--- config.mk ---
export PLATFORM = sky130hd
export DESIGN_NAME = idle_gap_inserter
export DESIGN_NICKNAME = d
export VERILOG_FILES = /design/src/rtl/idle_gap_pkg.sv /design/src/rtl/idle_pair_class.sv /design/src/rtl/idle_need_calc.sv /design/src/rtl/idle_gap_timer.sv /design/src/rtl/idle_gap_inserter.sv
export SDC_FILE = /design/constraint.sdc
export NUM_CORES = 1
export LEC_CHECK = 0
export BUFFER_PORTS_ARGS = -buffer_cell sky130_fd_sc_hd__clkbuf_2
export CORE_MARGIN = 1
export CORE_UTILIZATION = 26
export DETAILED_ROUTE_END_ITERATION = 6
export PLACE_DENSITY = 0.5
export SYNTH_ARGS = -nofsm -noshare
export SYNTH_HDL_FRONTEND = slang
export SYNTH_SLANG_ARGS = --single-unit
--- constraint.sdc ---
create_clock -name clk -period 9.4 [get_ports clk]
set_input_delay 1.41 -clock clk [delete_from_list [all_inputs] [get_ports clk]]
set_output_delay 1.41 -clock clk [all_outputs]
set_load 0.005 [all_outputs]
--- src/rtl/idle_gap_pkg.sv ---
package idle_gap_pkg;
  localparam int CODE_W = 3;
  localparam int GAP_W  = 4;

  typedef enum logic [2:0] {
    PC_NONE,
    PC_WR_ANY,
    PC_RW_DIFF,
    PC_RW_SAME,
    PC_RR_DIFF,
    PC_RR_SAME
  } pair_class_e;

  // code -> idle cycles: 0,1,2 map to themselves, above that 2*(code-1)
  function automatic logic [GAP_W-1:0] gap_decode(input logic [CODE_W-1:0] c);
    logic [GAP_W-1:0] t;
    t = GAP_W'(c) - GAP_W'(1);
    return (c < CODE_W'(2)) ? GAP_W'(c) : (t << 1);
  endfunction

  function automatic logic [GAP_W-1:0] gap_max(input logic [GAP_W-1:0] a,
                                               input logic [GAP_W-1:0] b);
    return (a > b) ? a : b;
  endfunction
endpackage

--- src/rtl/idle_pair_class.sv ---
module idle_pair_class
  import idle_gap_pkg::*;
#(
  parameter int CSW = 2
) (
  input  logic           prev_valid,
  input  logic           prev_write,
  input  logic [CSW-1:0] prev_cs,
  input  logic           req_write,
  input  logic [CSW-1:0] req_cs,
  output pair_class_e    pclass
);
  logic same_space;
  assign same_space = (prev_cs == req_cs);

  always_comb begin
    if (!prev_valid)     pclass = PC_NONE;
    else if (prev_write) pclass = PC_WR_ANY;
    else if (req_write)  pclass = same_space ? PC_RW_SAME : PC_RW_DIFF;
    else                 pclass = same_space ? PC_RR_SAME : PC_RR_DIFF;
  end
endmodule

--- src/rtl/idle_need_calc.sv ---
module idle_need_calc
  import idle_gap_pkg::*;
#(
  parameter int NCS      = 4,
  parameter int CSW      = 2,
  parameter int WE_FLOOR = 3
) (
  input  pair_class_e            pclass,
  input  logic                   prev_valid,
  input  logic                   prev_dma,
  input  logic [CSW-1:0]         prev_cs,
  input  logic                   req_data_other,
  input  logic [NCS*CODE_W-1:0]  cfg_wr_any,
  input  logic [NCS*CODE_W-1:0]  cfg_rw_diff,
  input  logic [NCS*CODE_W-1:0]  cfg_rw_same,
  input  logic [NCS*CODE_W-1:0]  cfg_rr_diff,
  input  logic [NCS*CODE_W-1:0]  cfg_rr_same,
  input  logic [CODE_W-1:0]      cfg_dma_code,
  input  logic                   cfg_dma_any,
  input  logic [NCS-1:0]         cfg_mux_we,
  output logic [GAP_W-1:0]       need
);
  localparam logic [GAP_W-1:0] FLOOR_V = GAP_W'(WE_FLOOR);

  logic [CODE_W-1:0] pair_code;
  logic [GAP_W-1:0]  pair_gap;
  logic [GAP_W-1:0]  dma_gap;
  logic [GAP_W-1:0]  floor_gap;
  int                base;

  always_comb begin
    base = int'(prev_cs) * CODE_W;
    unique case (pclass)
      PC_WR_ANY:  pair_code = cfg_wr_any[base +: CODE_W];
      PC_RW_DIFF: pair_code = cfg_rw_diff[base +: CODE_W];
      PC_RW_SAME: pair_code = cfg_rw_same[base +: CODE_W];
      PC_RR_DIFF: pair_code = cfg_rr_diff[base +: CODE_W];
      PC_RR_SAME: pair_code = cfg_rr_same[base +: CODE_W];
      default:    pair_code = '0;
    endcase
    pair_gap = gap_decode(pair_code);
    dma_gap  = (prev_valid && prev_dma && (cfg_dma_any || req_data_other))
             ? gap_decode(cfg_dma_code) : '0;
  end

  generate
    if (WE_FLOOR > 0) begin : g_floor
      assign floor_gap = (prev_valid && cfg_mux_we[prev_cs]) ? FLOOR_V : '0;
    end else begin : g_no_floor
      assign floor_gap = '0;
    end
  endgenerate

  assign need = gap_max(gap_max(pair_gap, dma_gap), floor_gap);
endmodule

--- src/rtl/idle_gap_timer.sv ---
module idle_gap_timer
  import idle_gap_pkg::*;
#(
  parameter int CSW = 2
) (
  input  logic             clk,
  input  logic             rst_n,
  input  logic             req_valid,
  input  logic             req_write,
  input  logic [CSW-1:0]   req_cs,
  input  logic             req_dma_sa,
  input  logic             cs_negate,
  input  logic [GAP_W-1:0] need,
  output logic             ready,
  output logic             prev_valid,
  output logic             prev_write,
  output logic [CSW-1:0]   prev_cs,
  output logic             prev_dma
);
  logic             busy;
  logic [GAP_W-1:0] elapsed;
  logic             accept;

  assign ready  = !busy && (elapsed >= need);
  assign accept = req_valid && ready;

  always_ff @(posedge clk) begin
    if (!rst_n) begin
      busy       <= 1'b0;
      elapsed    <= '1;
      prev_valid <= 1'b0;
      prev_write <= 1'b0;
      prev_cs    <= '0;
      prev_dma   <= 1'b0;
    end else if (accept) begin
      busy       <= 1'b1;
      prev_valid <= 1'b1;
      prev_write <= req_write;
      prev_cs    <= req_cs;
      prev_dma   <= req_dma_sa;
    end else if (busy && cs_negate) begin
      busy    <= 1'b0;
      elapsed <= '0;
    end else if (!busy && (elapsed != '1)) begin
      elapsed <= elapsed + GAP_W'(1);
    end
  end
endmodule

--- src/rtl/idle_gap_inserter.sv ---
module idle_gap_inserter
  import idle_gap_pkg::*;
#(
  parameter int NCS      = 4,
  parameter int WE_FLOOR = 3,
  localparam int CSW     = (NCS > 1) ? $clog2(NCS) : 1
) (
  input  logic                  clk,
  input  logic                  rst_n,
  input  logic                  req_valid,
  output logic                  req_ready,
  input  logic                  req_write,
  input  logic [CSW-1:0]        req_cs,
  input  logic                  req_dma_sa,
  input  logic                  req_data_other,
  input  logic                  cs_negate,
  input  logic [NCS*CODE_W-1:0] cfg_wr_any,
  input  logic [NCS*CODE_W-1:0] cfg_rw_diff,
  input  logic [NCS*CODE_W-1:0] cfg_rw_same,
  input  logic [NCS*CODE_W-1:0] cfg_rr_diff,
  input  logic [NCS*CODE_W-1:0] cfg_rr_same,
  input  logic [CODE_W-1:0]     cfg_dma_code,
  input  logic                  cfg_dma_any,
  input  logic [NCS-1:0]        cfg_mux_we
);
  logic             prev_valid, prev_write, prev_dma;
  logic [CSW-1:0]   prev_cs;
  pair_class_e      pclass;
  logic [GAP_W-1:0] need;

  idle_pair_class #(.CSW(CSW)) u_class (
    .prev_valid (prev_valid),
    .prev_write (prev_write),
    .prev_cs    (prev_cs),
    .req_write  (req_write),
    .req_cs     (req_cs),
    .pclass     (pclass)
  );

  idle_need_calc #(.NCS(NCS), .CSW(CSW), .WE_FLOOR(WE_FLOOR)) u_need (
    .pclass         (pclass),
    .prev_valid     (prev_valid),
    .prev_dma       (prev_dma),
    .prev_cs        (prev_cs),
    .req_data_other (req_data_other),
    .cfg_wr_any     (cfg_wr_any),
    .cfg_rw_diff    (cfg_rw_diff),
    .cfg_rw_same    (cfg_rw_same),
    .cfg_rr_diff    (cfg_rr_diff),
    .cfg_rr_same    (cfg_rr_same),
    .cfg_dma_code   (cfg_dma_code),
    .cfg_dma_any    (cfg_dma_any),
    .cfg_mux_we     (cfg_mux_we),
    .need           (need)
  );

  idle_gap_timer #(.CSW(CSW)) u_timer (
    .clk        (clk),
    .rst_n      (rst_n),
    .req_valid  (req_valid),
    .req_write  (req_write),
    .req_cs     (req_cs),
    .req_dma_sa (req_dma_sa),
    .cs_negate  (cs_negate),
    .need       (need),
    .ready      (req_ready),
    .prev_valid (prev_valid),
    .prev_write (prev_write),
    .prev_cs    (prev_cs),
    .prev_dma   (prev_dma)
  );
endmodule

==> results of run 1 <==
==> worst min path at each step <==
stage / start / depth (start not counted) / to / slack, ns
after floorplan: u_timer.prev_dma$_SDFFE_PN0P_ / 2 / u_timer.prev_dma$_SDFFE_PN0P_ / 0.48
after global placement: u_timer.prev_dma$_SDFFE_PN0P_ / 2 / u_timer.prev_dma$_SDFFE_PN0P_ / 0.51
after detailed placement: u_timer.prev_dma$_SDFFE_PN0P_ / 2 / u_timer.prev_dma$_SDFFE_PN0P_ / 0.51
after CTS: u_timer.prev_dma$_SDFFE_PN0P_ / 2 / u_timer.prev_dma$_SDFFE_PN0P_ / 0.53
after global routing: u_timer.prev_dma$_SDFFE_PN0P_ / 2 / u_timer.prev_dma$_SDFFE_PN0P_ / 0.58
final: u_timer.prev_dma$_SDFFE_PN0P_ / 2 / u_timer.prev_dma$_SDFFE_PN0P_ / 0.52
==> layer usage <==
metal	GRT usage, %	up-vias
li1	-	972
met1	18.1	796
met2	23.8	52
met3	2.67	2
met4	1.39	0
met5	0	-
==> state kept, by name (all words and copies together), names as in the netlist <==
register and flops:
u_timer.prev_dma 1, u_timer.prev_cs 2, u_timer.prev_write 1, u_timer.busy 1
u_timer.prev_valid 1, u_timer.elapsed 4
==> power by group through the flow <==
stage / logic [mW] / clock network (mW) / registers (mW)
final: 0.296 / 0.0532 / 0.0765
after global placement: 0.295 / 0 / 0.0777
after floorplan: 0.244 / 0 / 0.0648
after detailed placement: 0.296 / 0 / 0.0770
after global routing: 0.335 / 0.0577 / 0.0791
after CTS: 0.298 / 0.0553 / 0.0765
==> cells in the final DEF, fill, tap and decap left out, types with 3 or more instances in the layout <==
cell,instances
clkbuf_2,77
nand2_1,22
nand3_1,14
o21ai_0,14
ha_1,13
inv_1,12
mux2i_1,10
dfxtp_1,10
nor2b_1,9
o211ai_1,8
nor2_1,7
a21oi_1,5
nand2b_1,5
mux4_2,5
o21a_1,5
a21o_1,4
a21oi_2,4
o2111ai_1,4
clkbuf_8,4
mux2_2,3
xor2_1,3
a211o_1,3
a211oi_1,3
nor3_1,3
nand4_1,3
nor4_1,3
==> cell type report <==
type / count / area share, %
Multi-Input combinational cell: 183 / 63.8
Timing Repair Buffer: 79 / 18.0
Sequential cell: 10 / 9.01
Tap cell: 77 / 4.34
Clock buffer: 4 / 2.48
Inverter: 14 / 2.37
==> cell families after synthesis <==
kind of cell | synth area share (%)
AND/OR/NAND/NOR | 25.3
multiplexers | 14.2
AO/OA/AOI/OAI | 27.6
XOR/XNOR | 5.04
flip-flops | 11.5
buffers and inverters | 7.05
adder cells (fa/ha/maj) | 9.35
==> stage by stage <==
stage	std cells	util, %	worst slack [ns]
floorplan	220	-	1.50
global placement	363	33.9	1.00
detailed placement	363	33.9	0.903
CTS	367	34.8	0.895
global route	367	34.8	0.296
finish	367	34.8	0.934
==> worst register-to-register path: cells and delay by family (launching register included) <==
family | cells | cell delay [ns]
adders and majority gates | 4 | 1.04
buffers and inverters | 2 | 0.39
DFF | 1 | 0.74
muxes | 1 | 0.52
AOI/OAI and AO/OA | 13 | 2.20
xor gates and xnor gates | 2 | 0.51
and+or+nand+nor | 10 | 1.44
==> summary.md, run 1 <==
| Metric | Value |
|---|---|
| Slew Viols, Final | 0 |
| Core area | 6390 sq um |
| Diodes inserted | 0 |
| Fin nets | 381 |
| Seq cells post-synth | 10 |
| Sw Ratio | 44.4% |
| Die width | 83.8 um |
| Cells resized by post-CTS repair | 0 |
| Crit path buffers/inverters | 3 |
| Mapped cell area | 1740 sq um |
| Final setup violation count | 0 |
| Crit. path cell count | 30 |
| Synth top area cells | dfxtp_1 12%, ha_1 9.4%, mux4_2 6.5% |
| Grt total ovfl | 0 |
| Tcrit/Tclk final | 90.1% |
| Routed length per instance | 12.9 um |
| Antenna viol nets, final | 0 |
| Most used cell, CP | ha_1 |
| IO Pins | 78 |
| Area Overhead vs Synth | 27.7% |
| Minimum hold slack | 0.522 ns |
| Layout cell share with drive strength beyond 1 | 35.9% |
| Worst setup path start | req_cs[0] |
| Critical Path Start Type | input pin |
| Max-Cap Viols | 0 |
| CP endpoint | req_ready |
| # port buffers | 77 |
| CP Max Fanout | 13 |
| Worst r2r dst | u_timer.elapsed[2]$_SDFFE_PN1P_ |
| Yosys cell types | 57 |
| Post-synth top area cell | dfxtp_1 |
| Clock latency on the worst-skew pair | 0.23 ns |
| Final hold violations | 0 |
| Post-synthesis sequential area ratio | 11.5% |
| Met2 routed WL | 2190 um |
| DIE AREA | 7020 sq um |
| Met3 wire len | 280 um |
| Psw | 0.189 mW |
| Slowest stage delay, CP | 0.51 ns |
| Syn nets | 310 |
| Met1 wire length | 2270 um |
| Top sig layer | met4 |
| Multi-input logic area | 1420 sq um |
| HPWL after detailed placement | 3880 um |
| Post-synth top cells | 22 x nand2_1, 14 x nand3_1, 14 x o21ai_0, 13 x ha_1, 12 x inv_1 |
| Final wirelength | 4750 um |
| Logic pwr share | 69.5% |
| Top-area cell type share of the netlist area | 11.5% |
| Status | complete, no violations |
| Internal power | 0.237 mW |
| Placement Rows | 29 |
| # Post-CTS Setup Buffers | 0 |
| Worst setup skew after layout | 0.00361 ns |
| Peak supply drop | 0.132 mV |
| Cells after synthesis | 220 |
| Crit path max-delay cell type | xnor2_2 |
| Clk sinks | 10 |
| Sequential power share | 18.0% |
| Vias in the first global route | 1697 |
| Power per Cell Area | 192 nW/um^2 |
| Synth warn | 0 |
| Fillers | 697 |
| Die Span Y | 83.8 um |
| Post-route design area | 2220 sq um |
| Final TNS setup | 0 ns |
| Post-detailed-route via-to-cell ratio | 4.96 |
| CTS tree | done |
| First-pass GRT wire length | 7980 um |
| Slew margin rel. | 47.9% |
| DR iter-0 viols | 57 |
| Total CTS buffers | 3 |
| Most frequent cell after synthesis | nand2_1 |
| Mean Syn Cell Area | 7.91 sq um |
| CP delay by family, top | compound AO/OA/AOI/OAI gates |
| Vias after detailed routing | 1822 |
| Critical path capture point type | output pin |
| Clk slew on worst S/H paths | 0.05 ns |
| Root buf cell | clkbuf_8 |
| WP data required | 7.99 ns |
| Htree depth | 1 |
| FF-to-FF path depth | 32 |
| Ys async rst share | 0% |
| CTS Hold Buffers Added | 0 |
| Main synth FF type | dfxtp_1 |
| Number of synthesized flops with an enable pin | 0 |
| Post-place instance area | 2170 sq um |
| Max Fclk | 118 MHz |
| Initial antenna violation count | 0 |
| Crit Path Class | input pin to output pin |
| DRC violations left | 0 |
| Clock Tree Buf Depth | 2 |
| Post-layout min period | 8.47 ns |
| WP data arrival | 7.06 ns |
| GP Congestion | 0.790 |
| PnR Total Power | 0.426 mW |
| Register area | 200 sq um |
| Initial Utilization | 27.2% |
| Hold Path Class | register to register |
| Total global-route track usage | 13.7% |
| Leakage | 1.05 nW |
| Slew at the pin closest to its max-slew limit | 0.780 ns |
| Largest net degree at the start of global routing | 25 |
| R2R Setup Slk | 2.43 ns |
| Worst r2r src | u_timer.prev_cs[0]$_SDFFE_PN0P_ |
| DR pass1 iterations | 4 |
| Unrepaired setup endpoints after global routing | no |
| Clock share of power | 12.5% |
Power figures use the tool's default switching activity.
==> run 2: changes to the inputs <==
==> constraint.sdc (replaced) <==
create_clock -name clk -period 8.6 [get_ports clk]
set_input_delay 0.43 -clock clk [delete_from_list [all_inputs] [get_ports clk]]
set_output_delay 0.43 -clock clk [all_outputs]
set_load 0.005 [all_outputs]
==> run 2 against run 1 <==
Clock-buffer cell count decreased by 1. Die area unchanged. Final cell count decreased by 0.27%. Total power increased by 7.2%. Hold slack got worse by 0.055 ns. Core utilization decreased by 0.22 points. Critical path depth increased by 2. Clock power decreased by 14%. Clock skew decreased by 0.0013 ns. Cell area decreased by 0.62%. Largest power group unchanged.
==> summary.md, run 2 (synthesis gave the netlist of run 1 again) <==
| Metric | Value |
|---|---|
| Status | complete, no violations |
| Post-layout min period | 7.16 ns |
| Worst setup skew after layout | 0.00231 ns |
| Sequential power share | 18.4% |
| Total CTS buffers | 3 |
| Clock share of power | 10.1% |
| Pre-CTS setup slack | 1.46 ns |
| Area Overhead vs Synth | 26.9% |
| Clock latency on the worst-skew pair | 0.23 ns |
| Crit Path Class | register to register |
| Critical path capture point type | register |
| DRC violations left | 0 |
| Slew Viols, Final | 0 |
| Most common cell after layout, fill and taps aside | clkbuf_2 |
| Max Fclk | 140 MHz |
| Clock Tree Buf Depth | 2 |
| Fin nets | 381 |
| Die width | 83.8 um |
| Sw Ratio | 45.5% |
| Post-detailed-route via-to-cell ratio | 5.14 |
| Slowest stage delay, CP | 0.75 ns |
| Cells resized by post-CTS repair | 0 |
| Die Span Y | 83.8 um |
| Vias in the first global route | 1829 |
| Routed length per instance | 13.4 um |
| WP data required | 8.70 ns |
| Grt total ovfl | 0 |
| HPWL after detailed placement | 4010 um |
| Biggest regs | u_timer.elapsed (4), u_timer.prev_cs (2) |
| Diodes inserted | 0 |
| Logic pwr share | 71.6% |
| DR iter-0 viols | 74 |
| Hold Path Class | input pin to register |
| Final wirelength | 4910 um |
| CTS tree | done |
| Fin worst setup slack | 1.44 ns |
| Final Non-Filler Cells | 366 |
| Final setup violation count | 0 |
| Psw | 0.208 mW |
| Layout cell share with drive strength beyond 1 | 35.6% |
| IO Pins | 78 |
| Slew margin rel. | 47.8% |
| DR pass1 iterations | 4 |
| Core area | 6390 sq um |
| Dpl cells | 363 |
| Power per Cell Area | 207 nW/um^2 |
| CP Max Fanout | 13 |
| Max-Cap Viols | 0 |
| Final hold violations | 0 |
| DIE AREA | 7020 sq um |
| Total global-route track usage | 14.2% |
| Htree depth | 1 |
| # port buffers | 77 |
| Max reg flops | 4 |
| Post-route design area | 2210 sq um |
| Placement Rows | 29 |
| GP Congestion | 0.796 |
| Peak supply drop | 0.0986 mV |
| WP data arrival | 7.26 ns |
| Slew at the pin closest to its max-slew limit | 0.781 ns |
| # Post-CTS Setup Buffers | 0 |
| Final TNS setup | 0 ns |
| Tcrit/Tclk final | 83.3% |
| Post-place instance area | 2170 sq um |
| Crit path buffers/inverters | 2 |
| Critical Path Start Type | register |
| Reg with most FFs | u_timer.elapsed |
| CP delay by family, top | compound AO/OA/AOI/OAI gates |
| Leakage | 1.05 nW |
| Unrepaired setup endpoints after global routing | no |
| Clk slew on worst S/H paths | 0.04 ns |
| Crit path max-delay cell type | dfxtp_1 |
| Initial antenna violation count | 0 |
| Vias after detailed routing | 1882 |
| Clk sinks | 10 |
| Initial Utilization | 27.2% |
| CTS Hold Buffers Added | 0 |
| Largest net degree at the start of global routing | 25 |
| Internal power | 0.249 mW |
| Root buf cell | clkbuf_8 |
| Antenna viol nets, final | 0 |
| Most frequent cells in the layout | 77 x clkbuf_2, 22 x nand2_1, 14 x nand3_1, 14 x o21ai_0, 13 x ha_1 |
| First-pass GRT wire length | 8390 um |
| Post-layout utilization of the core | 34.6% |
[run 2: worst min-delay path, delay by kind of cell]
kind                   cells  cell delay [ns]
muxes                      1             0.06
and+or+nand+nor            1             0.09
buffers and inverters      1             0.08
[run 2: final timing paths]
| kind | from | end | slack, ns | cells after the start |
|---|---|---|---|---|
| worst min-delay path | req_dma_sa | u_timer.prev_dma$_SDFFE_PN0P_ | 0.47 | 3 |
| worst min register to register | u_timer.prev_dma$_SDFFE_PN0P_ | u_timer.prev_dma$_SDFFE_PN0P_ | 0.53 | 2 |
| worst max register to register | u_timer.prev_cs[0]$_SDFFE_PN0P_ | u_timer.elapsed[1]$_SDFFE_PN1P_ | 1.44 | 32 |
| worst max-delay path | u_timer.prev_cs[0]$_SDFFE_PN0P_ | u_timer.elapsed[1]$_SDFFE_PN1P_ | 1.44 | 32 |
[run 2: through the flow]
step	total power, mW	hold slack (ns)
CTS	0.460	0.467
global route	0.507	0.468
global placement	0.408	0.522
detailed placement	0.409	0.520
finish	0.456	0.467
floorplan	0.337	0.483
[run 2: layout make-up]
type                       count  area [sq um]
fill                         719          4180
clock buffer                   3          41.3
timing repair buffer          79           400
inverter                      14          52.6
tap                           77          96.3
sequential                    10           200
multi-input combinational    183          1420
[run 2: power by group through the flow]
stage                     clock, mW  sequential (mW)  combinational, mW
final                        0.0460           0.0838              0.327
after global routing         0.0509           0.0868              0.369
after CTS                    0.0482           0.0840              0.327
after detailed placement          0           0.0843              0.325
after global placement            0           0.0847              0.324
after floorplan                   0           0.0709              0.266
[run 2: metal layers]
| metal | vias up | track usage, % | part of all wire (%) |
|---|---|---|---|
| li1 | 964 | - | - |
| met1 | 858 | 18.2 | 46 |
| met2 | 58 | 25.8 | 48 |
| met3 | 2 | 2.47 | 5.3 |
| met4 | 0 | 1.08 | 0.16 |
| met5 | - | 0 | 0 |
